<file path="config.mk">
export PLATFORM = sky130hd
export DESIGN_NAME = raid_pq_engine
export DESIGN_NICKNAME = d
export VERILOG_FILES = /design/src/rtl/raid_pq_pkg.sv /design/src/rtl/raid_pq_gf_lane.sv /design/src/rtl/raid_pq_nzfind.sv /design/src/rtl/raid_pq_accum.sv /design/src/rtl/raid_pq_ctrl.sv /design/src/rtl/raid_pq_engine.sv
export SDC_FILE = /design/constraint.sdc
export NUM_CORES = 2
export LEC_CHECK = 0
export BUFFER_PORTS_ARGS = -buffer_cell sky130_fd_sc_hd__buf_2
export CORE_UTILIZATION = 30
export CTS_BUF_LIST = sky130_fd_sc_hd__clkbuf_4 sky130_fd_sc_hd__clkbuf_8 sky130_fd_sc_hd__clkbuf_16
export DETAILED_ROUTE_END_ITERATION = 10
export PLACE_DENSITY_LB_ADDON = 0.1
export SLEW_MARGIN = 20
export SYNTH_ARGS = -nofsm -noshare
export SYNTH_HDL_FRONTEND = slang
export SYNTH_SLANG_ARGS = --single-unit
</file>
<file path="constraint.sdc">
create_clock -name clk -period 6.2 [get_ports clk]
set_input_delay 0 -clock clk [delete_from_list [all_inputs] [get_ports clk]]
set_output_delay 0 -clock clk [all_outputs]
set_load 0.05 [all_outputs]
</file>
<file path="src/rtl/raid_pq_pkg.sv">
// Shared types for the P/Q parity datapath.
// Assumes nothing beyond being compiled before the modules that import it.
package raid_pq_pkg;

    localparam int BYTE_W = 8;

    // Output-shaping options of one job, captured at start.
    typedef struct packed {
        logic mix_p;   // P output also carries the Q result
        logic mix_q;   // Q output also carries the P result
        logic cmp_p;   // P pipe reports first non-zero position only
        logic cmp_q;   // Q pipe reports first non-zero position only
    } pq_mode_t;

endpackage

</file>
<file path="src/rtl/raid_pq_gf_lane.sv">
// One-byte GF(2^8) multiplier, purely combinational.
// Computes a*b modulo x^8 + poly, with poly holding the coefficients of x^7..x^0.
// Assumes: poly is stable for the duration of a job.
module raid_pq_gf_lane
    import raid_pq_pkg::*;
(
    input  logic [BYTE_W-1:0] a,
    input  logic [BYTE_W-1:0] b,
    input  logic [BYTE_W-1:0] poly,
    output logic [BYTE_W-1:0] prod
);

    // Shift-and-add multiply with reduction after every doubling.
    always_comb begin
        logic [BYTE_W-1:0] run;
        run  = a;
        prod = '0;
        for (int i = 0; i < BYTE_W; i++) begin
            if (b[i]) begin
                prod = prod ^ run;
            end
            run = {run[BYTE_W-2:0], 1'b0} ^ (run[BYTE_W-1] ? poly : '0);
        end
    end

endmodule

</file>
<file path="src/rtl/raid_pq_nzfind.sv">
// Finds the lowest byte lane of a word that is non-zero.
// Assumes lane 0 sits at the least significant byte.
module raid_pq_nzfind #(
    parameter int LANES  = 8,
    parameter int LANE_W = $clog2(LANES)
) (
    input  logic [LANES*8-1:0] word,
    output logic               found,
    output logic [LANE_W-1:0]  lane
);

    // Scan from the top lane down so the lowest non-zero lane wins.
    always_comb begin
        found = 1'b0;
        lane  = '0;
        for (int i = LANES - 1; i >= 0; i--) begin
            if (word[i*8 +: 8] != 8'h00) begin
                found = 1'b1;
                lane  = LANE_W'(i);
            end
        end
    end

endmodule

</file>
<file path="src/rtl/raid_pq_accum.sv">
// Per-offset accumulators of the plain (P) and weighted (Q) parity.
// sum_p / sum_q show the result including the beat currently offered;
// the registers take that value whenever a beat is accepted.
// Assumes: buffer index 0 is the first beat of every offset.
module raid_pq_accum
    import raid_pq_pkg::*;
#(
    parameter int DATA_W = 64,
    localparam int LANES = DATA_W / BYTE_W
) (
    input  logic              clk,
    input  logic              rst_n,
    input  logic              take,
    input  logic              first,
    input  logic [DATA_W-1:0] in_data,
    input  logic              p_en,
    input  logic              q_en,
    input  logic [BYTE_W-1:0] coef,
    input  logic [BYTE_W-1:0] poly,
    output logic [DATA_W-1:0] sum_p,
    output logic [DATA_W-1:0] sum_q
);

    logic [DATA_W-1:0] acc_p;
    logic [DATA_W-1:0] acc_q;
    logic [DATA_W-1:0] prod;

    // One GF multiplier per byte lane.
    for (genvar g = 0; g < LANES; g++) begin : g_lane
        raid_pq_gf_lane u_mul (
            .a    (in_data[g*BYTE_W +: BYTE_W]),
            .b    (coef),
            .poly (poly),
            .prod (prod[g*BYTE_W +: BYTE_W])
        );
    end

    // Fold the offered beat into the running sums; index 0 starts afresh.
    always_comb begin
        sum_p = (first ? '0 : acc_p) ^ (p_en ? in_data : '0);
        sum_q = (first ? '0 : acc_q) ^ (q_en ? prod : '0);
    end

    // Keep the running sums of the current offset.
    always_ff @(posedge clk) begin
        if (!rst_n) begin
            acc_p <= '0;
            acc_q <= '0;
        end else if (take) begin
            acc_p <= sum_p;
            acc_q <= sum_q;
        end
    end

endmodule

</file>
<file path="src/rtl/raid_pq_ctrl.sv">
// Job sequencing and output register for the P/Q datapath.
// Captures the job settings on start, counts offsets, decides when an
// offset is complete, and holds one output beat under valid/ready.
// Assumes: beats of one offset arrive in buffer order 0..bufs-1.
module raid_pq_ctrl
    import raid_pq_pkg::*;
#(
    parameter int SIZE_W = 24,
    parameter int IDX_W  = 5,
    parameter int LANE_W = 3,
    parameter int PAY_W  = 128,
    localparam int CNT_W  = IDX_W + 1,
    localparam int BEAT_W = SIZE_W - LANE_W
) (
    input  logic              clk,
    input  logic              rst_n,
    input  logic              start,
    input  logic [CNT_W-1:0]  cfg_bufs,
    input  logic [SIZE_W-1:0] cfg_size,
    input  logic [BYTE_W-1:0] cfg_poly,
    input  pq_mode_t          cfg_mode,
    input  logic              in_valid,
    input  logic [IDX_W-1:0]  in_buf,
    input  logic              out_ready,
    input  logic [PAY_W-1:0]  payload,
    output logic              in_ready,
    output logic              take,
    output logic              first_buf,
    output logic              emit,
    output logic              launch,
    output logic              busy,
    output logic [SIZE_W-1:0] lat_size,
    output logic [BYTE_W-1:0] lat_poly,
    output pq_mode_t          lat_mode,
    output logic [BEAT_W-1:0] beat_idx,
    output logic              out_valid,
    output logic [PAY_W-1:0]  out_payload,
    output logic              out_done
);

    logic [CNT_W-1:0]  lat_bufs;
    logic [BEAT_W-1:0] beats;
    logic              last_buf;
    logic              last_beat;

    // Handshake and offset-boundary decode.
    always_comb begin
        beats     = lat_size[SIZE_W-1:LANE_W];
        launch    = start && !busy && !out_valid;
        in_ready  = busy && (!out_valid || out_ready);
        take      = in_valid && in_ready;
        first_buf = (in_buf == '0);
        last_buf  = ({1'b0, in_buf} == lat_bufs - CNT_W'(1));
        last_beat = (beat_idx == beats - BEAT_W'(1));
        emit      = take && last_buf;
    end

    // Capture the job settings when a job is launched.
    always_ff @(posedge clk) begin
        if (!rst_n) begin
            lat_bufs <= '0;
            lat_size <= '0;
            lat_poly <= '0;
            lat_mode <= '0;
        end else if (launch) begin
            lat_bufs <= cfg_bufs;
            lat_size <= cfg_size;
            lat_poly <= cfg_poly;
            lat_mode <= cfg_mode;
        end
    end

    // Track the running job and the offset being accumulated.
    always_ff @(posedge clk) begin
        if (!rst_n) begin
            busy     <= 1'b0;
            beat_idx <= '0;
        end else if (launch) begin
            busy     <= 1'b1;
            beat_idx <= '0;
        end else if (emit) begin
            beat_idx <= beat_idx + BEAT_W'(1);
            if (last_beat) begin
                busy <= 1'b0;
            end
        end
    end

    // Output register: load on a completed offset, clear when taken.
    always_ff @(posedge clk) begin
        if (!rst_n) begin
            out_valid   <= 1'b0;
            out_done    <= 1'b0;
            out_payload <= '0;
        end else if (emit) begin
            out_valid   <= 1'b1;
            out_done    <= last_beat;
            out_payload <= payload;
        end else if (out_valid && out_ready) begin
            out_valid <= 1'b0;
            out_done  <= 1'b0;
        end
    end

endmodule

</file>
<file path="src/rtl/raid_pq_engine.sv">
// Top of the P/Q parity datapath.
// Accumulates P (XOR) and Q (GF(2^8) weighted XOR) per 8-byte offset over
// all input buffers, applies optional cross-mixing, and either passes the
// results out or, per pipe, tracks the first non-zero byte position.
// Assumes: cfg_size is a non-zero multiple of 8, 1 <= cfg_bufs <= MAX_BUFS.
module raid_pq_engine
    import raid_pq_pkg::*;
#(
    parameter int DATA_W   = 64,
    parameter int MAX_BUFS = 32,
    parameter int SIZE_W   = 24,
    localparam int LANES  = DATA_W / BYTE_W,
    localparam int LANE_W = $clog2(LANES),
    localparam int IDX_W  = $clog2(MAX_BUFS),
    localparam int CNT_W  = IDX_W + 1,
    localparam int BEAT_W = SIZE_W - LANE_W
) (
    input  logic              clk,
    input  logic              rst_n,
    input  logic              start,
    input  logic [CNT_W-1:0]  cfg_bufs,
    input  logic [SIZE_W-1:0] cfg_size,
    input  logic [7:0]        cfg_poly,
    input  logic              cfg_mix_p,
    input  logic              cfg_mix_q,
    input  logic              cfg_cmp_p,
    input  logic              cfg_cmp_q,
    input  logic              in_valid,
    output logic              in_ready,
    input  logic [DATA_W-1:0] in_data,
    input  logic [IDX_W-1:0]  in_buf,
    input  logic              in_p_en,
    input  logic              in_q_en,
    input  logic [7:0]        in_coef,
    output logic              out_valid,
    input  logic              out_ready,
    output logic [DATA_W-1:0] out_p,
    output logic [DATA_W-1:0] out_q,
    output logic              out_done,
    output logic [SIZE_W-1:0] out_p_pos,
    output logic [SIZE_W-1:0] out_q_pos
);

    pq_mode_t            cfg_mode;
    pq_mode_t            lat_mode;
    logic [SIZE_W-1:0]   lat_size;
    logic [BYTE_W-1:0]   lat_poly;
    logic [BEAT_W-1:0]   beat_idx;
    logic                take, first_buf, emit, launch, busy;
    logic [DATA_W-1:0]   sum_p, sum_q;
    logic [DATA_W-1:0]   raw_p, raw_q;
    logic [2*DATA_W-1:0] payload, out_payload;
    logic                nz_p, nz_q;
    logic [LANE_W-1:0]   lane_p, lane_q;
    logic                seen_p, seen_q;

    // Gather the mode inputs into one record.
    always_comb begin
        cfg_mode = '{mix_p: cfg_mix_p, mix_q: cfg_mix_q,
                     cmp_p: cfg_cmp_p, cmp_q: cfg_cmp_q};
    end

    raid_pq_ctrl #(
        .SIZE_W (SIZE_W),
        .IDX_W  (IDX_W),
        .LANE_W (LANE_W),
        .PAY_W  (2*DATA_W)
    ) u_ctrl (
        .clk         (clk),
        .rst_n       (rst_n),
        .start       (start),
        .cfg_bufs    (cfg_bufs),
        .cfg_size    (cfg_size),
        .cfg_poly    (cfg_poly),
        .cfg_mode    (cfg_mode),
        .in_valid    (in_valid),
        .in_buf      (in_buf),
        .out_ready   (out_ready),
        .payload     (payload),
        .in_ready    (in_ready),
        .take        (take),
        .first_buf   (first_buf),
        .emit        (emit),
        .launch      (launch),
        .busy        (busy),
        .lat_size    (lat_size),
        .lat_poly    (lat_poly),
        .lat_mode    (lat_mode),
        .beat_idx    (beat_idx),
        .out_valid   (out_valid),
        .out_payload (out_payload),
        .out_done    (out_done)
    );

    raid_pq_accum #(
        .DATA_W (DATA_W)
    ) u_accum (
        .clk     (clk),
        .rst_n   (rst_n),
        .take    (take),
        .first   (first_buf),
        .in_data (in_data),
        .p_en    (in_p_en),
        .q_en    (in_q_en),
        .coef    (in_coef),
        .poly    (lat_poly),
        .sum_p   (sum_p),
        .sum_q   (sum_q)
    );

    // Cross-mix the pipe results and blank pipes that are in compare mode.
    always_comb begin
        raw_p   = lat_mode.mix_p ? (sum_p ^ sum_q) : sum_p;
        raw_q   = lat_mode.mix_q ? (sum_q ^ sum_p) : sum_q;
        payload = {(lat_mode.cmp_q ? '0 : raw_q), (lat_mode.cmp_p ? '0 : raw_p)};
    end

    raid_pq_nzfind #(.LANES(LANES)) u_nz_p (
        .word  (raw_p),
        .found (nz_p),
        .lane  (lane_p)
    );

    raid_pq_nzfind #(.LANES(LANES)) u_nz_q (
        .word  (raw_q),
        .found (nz_q),
        .lane  (lane_q)
    );

    // Record the first non-zero byte position of each pipe; sentinel is the size.
    always_ff @(posedge clk) begin
        if (!rst_n) begin
            out_p_pos <= '0;
            out_q_pos <= '0;
            seen_p    <= 1'b0;
            seen_q    <= 1'b0;
        end else if (launch) begin
            out_p_pos <= cfg_size;
            out_q_pos <= cfg_size;
            seen_p    <= 1'b0;
            seen_q    <= 1'b0;
        end else if (emit) begin
            if (!seen_p && nz_p) begin
                out_p_pos <= {beat_idx, lane_p};
                seen_p    <= 1'b1;
            end
            if (!seen_q && nz_q) begin
                out_q_pos <= {beat_idx, lane_q};
                seen_q    <= 1'b1;
            end
        end
    end

    assign out_p = out_payload[DATA_W-1:0];
    assign out_q = out_payload[2*DATA_W-1:DATA_W];

endmodule

</file>
==> flow_summary.yaml <==
place:
  gp_congestion: 1.008
  portBuffers: 304
  dp_cells: 10229
  post-dp-hpwl_mm: 207.0
  dpl-instance-area_sq_um: 61380
  dp_worst_setup_slack_ns: -0.7249
routing:
  postRouteAntennaNets: 0
  drt-pass1-iter-count: 6
  wirelength_mm: 272.5
  viasPerCell: 5.695
  num_vias: 59567
  wire_per_inst_um: 26.05
  drcViolationCount: 0
  drt_iter0_drc: 5227
logic_synthesis:
  syn_inst: 6954
  syn_area_sq_um: 48340
  synth-edff-count: 0
  async_flop_share: 0
  yosysSeqAreaShare: 0.1528
  synth_nets: 7083
  synth_ff_type: "dfxtp_1"
  avgSynthCellArea_sq_um: 6.952
  yosysWarnings: 0
  yosysUniqueCellTypes: 135
  ys_ff_latch: 369
global_route:
  grt_max_degree: 103
  grt_pass1_vias: 56805
  grt_overflow: 0
  grt_first_pass_wirelength_mm: 387.6
  gr-usage-all-layers: 0.3192
  antenna_found_initial: 23
power_and_ir_drop:
  p_sw_w: 0.006053
  combPwrFrac: 0.625
  p_clk_frac: 0.193
  leakage_nw: 27.23
  power.share.sequential: 0.183
  peakVddDrop_mv: 0.2256
  switching_share: 0.4311
  powerDensity_nw_per_um2: 213.3
  power_w: 0.01404
  p_int_w: 0.007989
worst_hold_path:
  min_to: "u_accum.acc_p[39]"
  hold_class: "in2reg"
  whs_path_depth: 4
  worstHoldStart: "in_p_en"
setup_path:
  r2r_setup_slack_ns: -0.44
  r2r-end: "out_p_pos[18]"
  crit_fanout: 9
  endpoint_kind: "flip-flop"
  path_common_cell: "buf_4"
  start_kind: "flip-flop"
  worstReg2RegStart: "u_ctrl.lat_poly[7]"
  reg2reg_depth: 29
  critical_path_class: "reg2reg"
  worst_ep_required_time_ns: 6.70
  arrival_ns: 7.15
  slowest_delay_ns: 0.63
  critPathSlowestCell: "or4_1"
timing:
  post-route-period-util: 1.071
  maxClockFrequency_mhz: 150.5
  final-hold-violation-count: 0
  min_period_ns: 6.642
  holdWs_ns: 0.02378
  setup_viol: 50
  slew-limit-headroom: 0.3300
  rsz0062_at_grt: "true"
  finalWorstSetupSlack_ns: -0.4424
  worst_slew_pin_slew_ns: 1.003
  fin_skew_ns: 0.04458
  drv_slew: 0
cts:
  cts_made_buffers: 43
  clock_path_buffers: 3
  cts_sinks: 369
  cts-root-buf: "clkbuf_16"
  cts_max_level: 2
  clkLatencyLatePin_ns: 0.63
  cts_tree: "done"
  clkTransAtPathRegs_ns: 0.07
floorplan:
  core-area_sq_um: 159100
  num_rows: 146
  initial_core_util: 0.3038
  io_pins: 305
  die_area_sq_um: 162700
  die_y_um: 403.4
  die_width_um: 403.4
final_layout:
  layout_commonest_cell: "buf_4"
  final_cell_count_no_fill: 10459
  area_delta_synth_final_pct: 36.16
  layout_common_cells: "buf_4, nand2_1, nor2_1"
  drive_above_1_share: 0.2825
  fill_cells: 16812
  fin_area_sq_um: 65820
  fin_nets: 8404
run_status:
  violations: "negative setup slack"
  status: "finished with violations"
flow_run:
  cap_violations: 0
-- power groups by stage --
stage	Sequential (W)	Clock (W)	Combinational, W
CTS	0.00257	0.00277	0.00846
finish	0.00257	0.00270	0.00877
global placement	0.00262	0	0.00818
detailed placement	0.00262	0	0.00821
floorplan	0.00266	0	0.00433
global route	0.00258	0.00286	0.00925
-- logic make-up after synthesis --
| logic type | share of synthesized area |
|---|---|
| simple gates | 0.2646 |
| compound gates | 0.2962 |
| xor+xnor | 0.1891 |
| buf+inv | 0.06623 |
| flops | 0.1528 |
| mux | 0.03031 |
| fa+ha+maj | 0.0007766 |
-- how the worst max path moves through the flow --
stage	start	to	slack, ns	cells past startpoint
3_3_place_gp	u_ctrl.lat_poly[7]	out_p_pos[0]	-0.69	26
5_1_grt	u_ctrl.lat_poly[7]	out_p_pos[20]	-0.77	26
3_5_place_dp	u_ctrl.lat_poly[7]	out_p_pos[15]	-0.72	26
2_1_floorplan	u_ctrl.lat_poly[6]	out_p_pos[11]	0.11	23
6_report	u_ctrl.lat_poly[7]	out_p_pos[18]	-0.44	29
4_1_cts	u_ctrl.lat_poly[7]	out_p_pos[23]	-0.39	28
-- state kept, by name, indices dropped and copies added (netlist names) --
signal / flops
out_p_pos: 24
u_ctrl.lat_poly: 8
u_ctrl.busy: 1
u_accum.acc_p: 64
seen_p: 1
u_ctrl.out_payload: 128
u_ctrl.out_done: 1
out_q_pos: 24
u_ctrl.lat_bufs: 6
u_ctrl.lat_mode: 4
u_ctrl.lat_size: 21
u_accum.acc_q: 64
seen_q: 1
u_ctrl.out_valid: 1
u_ctrl.beat_idx: 21
-- critical path: cells and delay by family, from the launching register on --
| family | cells | cell delay (ns) |
|---|---|---|
| compound gates | 6 | 1.33 |
| simple gates | 9 | 2.05 |
| buf+inv | 10 | 1.66 |
| mux | 1 | 0.20 |
| flops | 1 | 0.39 |
| xor+xnor | 3 | 0.86 |
-- Yosys cell counts (36+ instances only) --
cell / count / share of area
nand2_1: 1053 / 0.082
o21ai_0: 408 / 0.042
and3_1: 78 / 0.010
o211a_1: 36 / 0.0075
a21o_1: 48 / 0.0075
xnor2_1: 529 / 0.096
o21a_1: 47 / 0.0073
buf_2: 84 / 0.0087
dfxtp_1: 369 / 0.15
a211oi_1: 143 / 0.022
and2_1: 65 / 0.0084
clkbuf_1: 447 / 0.035
a221oi_1: 45 / 0.0082
a32oi_1: 41 / 0.0074
nor2_1: 695 / 0.054
o31ai_1: 42 / 0.0065
mux2i_1: 101 / 0.021
nand2b_1: 48 / 0.0062
xnor3_1: 95 / 0.044
nor3_1: 176 / 0.018
a31oi_1: 47 / 0.0061
nand3_1: 176 / 0.018
o211ai_1: 78 / 0.012
buf_1: 66 / 0.0051
nand4_1: 86 / 0.011
a21oi_1: 525 / 0.054
or3_1: 51 / 0.0066
o22ai_1: 45 / 0.0058
inv_1: 123 / 0.0096
xor2_1: 211 / 0.038
nor4_1: 50 / 0.0065
a22oi_1: 121 / 0.019
-- layout make-up --
cell class	instances	area [sq um]	area share
Clock buffer	61	1274	0.01935
Inverter	129	493.0	0.007490
Timing Repair Buffer	1915	14550	0.2211
Tap cell	2146	2685	0.04079
Sequential cell	369	7422	0.1128
Antenna cell	4	10.01	0.0001521
Multi-Input combinational cell	5817	39190	0.5954
Clock inverter	18	191.4	0.002908
-- per-stage QoR --
stage	utilization	TNS, ns
after floorplan	-	0
after global placement	0.3857	-28.17
after detailed placement	0.3857	-31.08
after CTS	0.4048	-14.07
after global routing	0.4136	-31.09
final	0.4137	-16.60
-- timing repair --
action | 4_1_cts | 5_1_grt
hold endpoints to repair | 154 | 0
resized for setup | 101 | 193
cloned | 4 | 6
hold buffers | 67 | 0
pin swaps | 15 | 54
setup endpoints to repair | 50 | 51
buffers inserted | 29 | 41
-- metal layers --
layer / vias to the layer above / GRT usage / routed length [um]
li1: 27701 / - / -
met1: 29018 / 0.3897 / 109600
met2: 2214 / 0.5466 / 128000
met3: 624 / 0.03687 / 17100
met4: 10 / 0.1700 / 17740
met5: - / 0 / 54
Note: power is estimated with default switching activity, not from simulation.
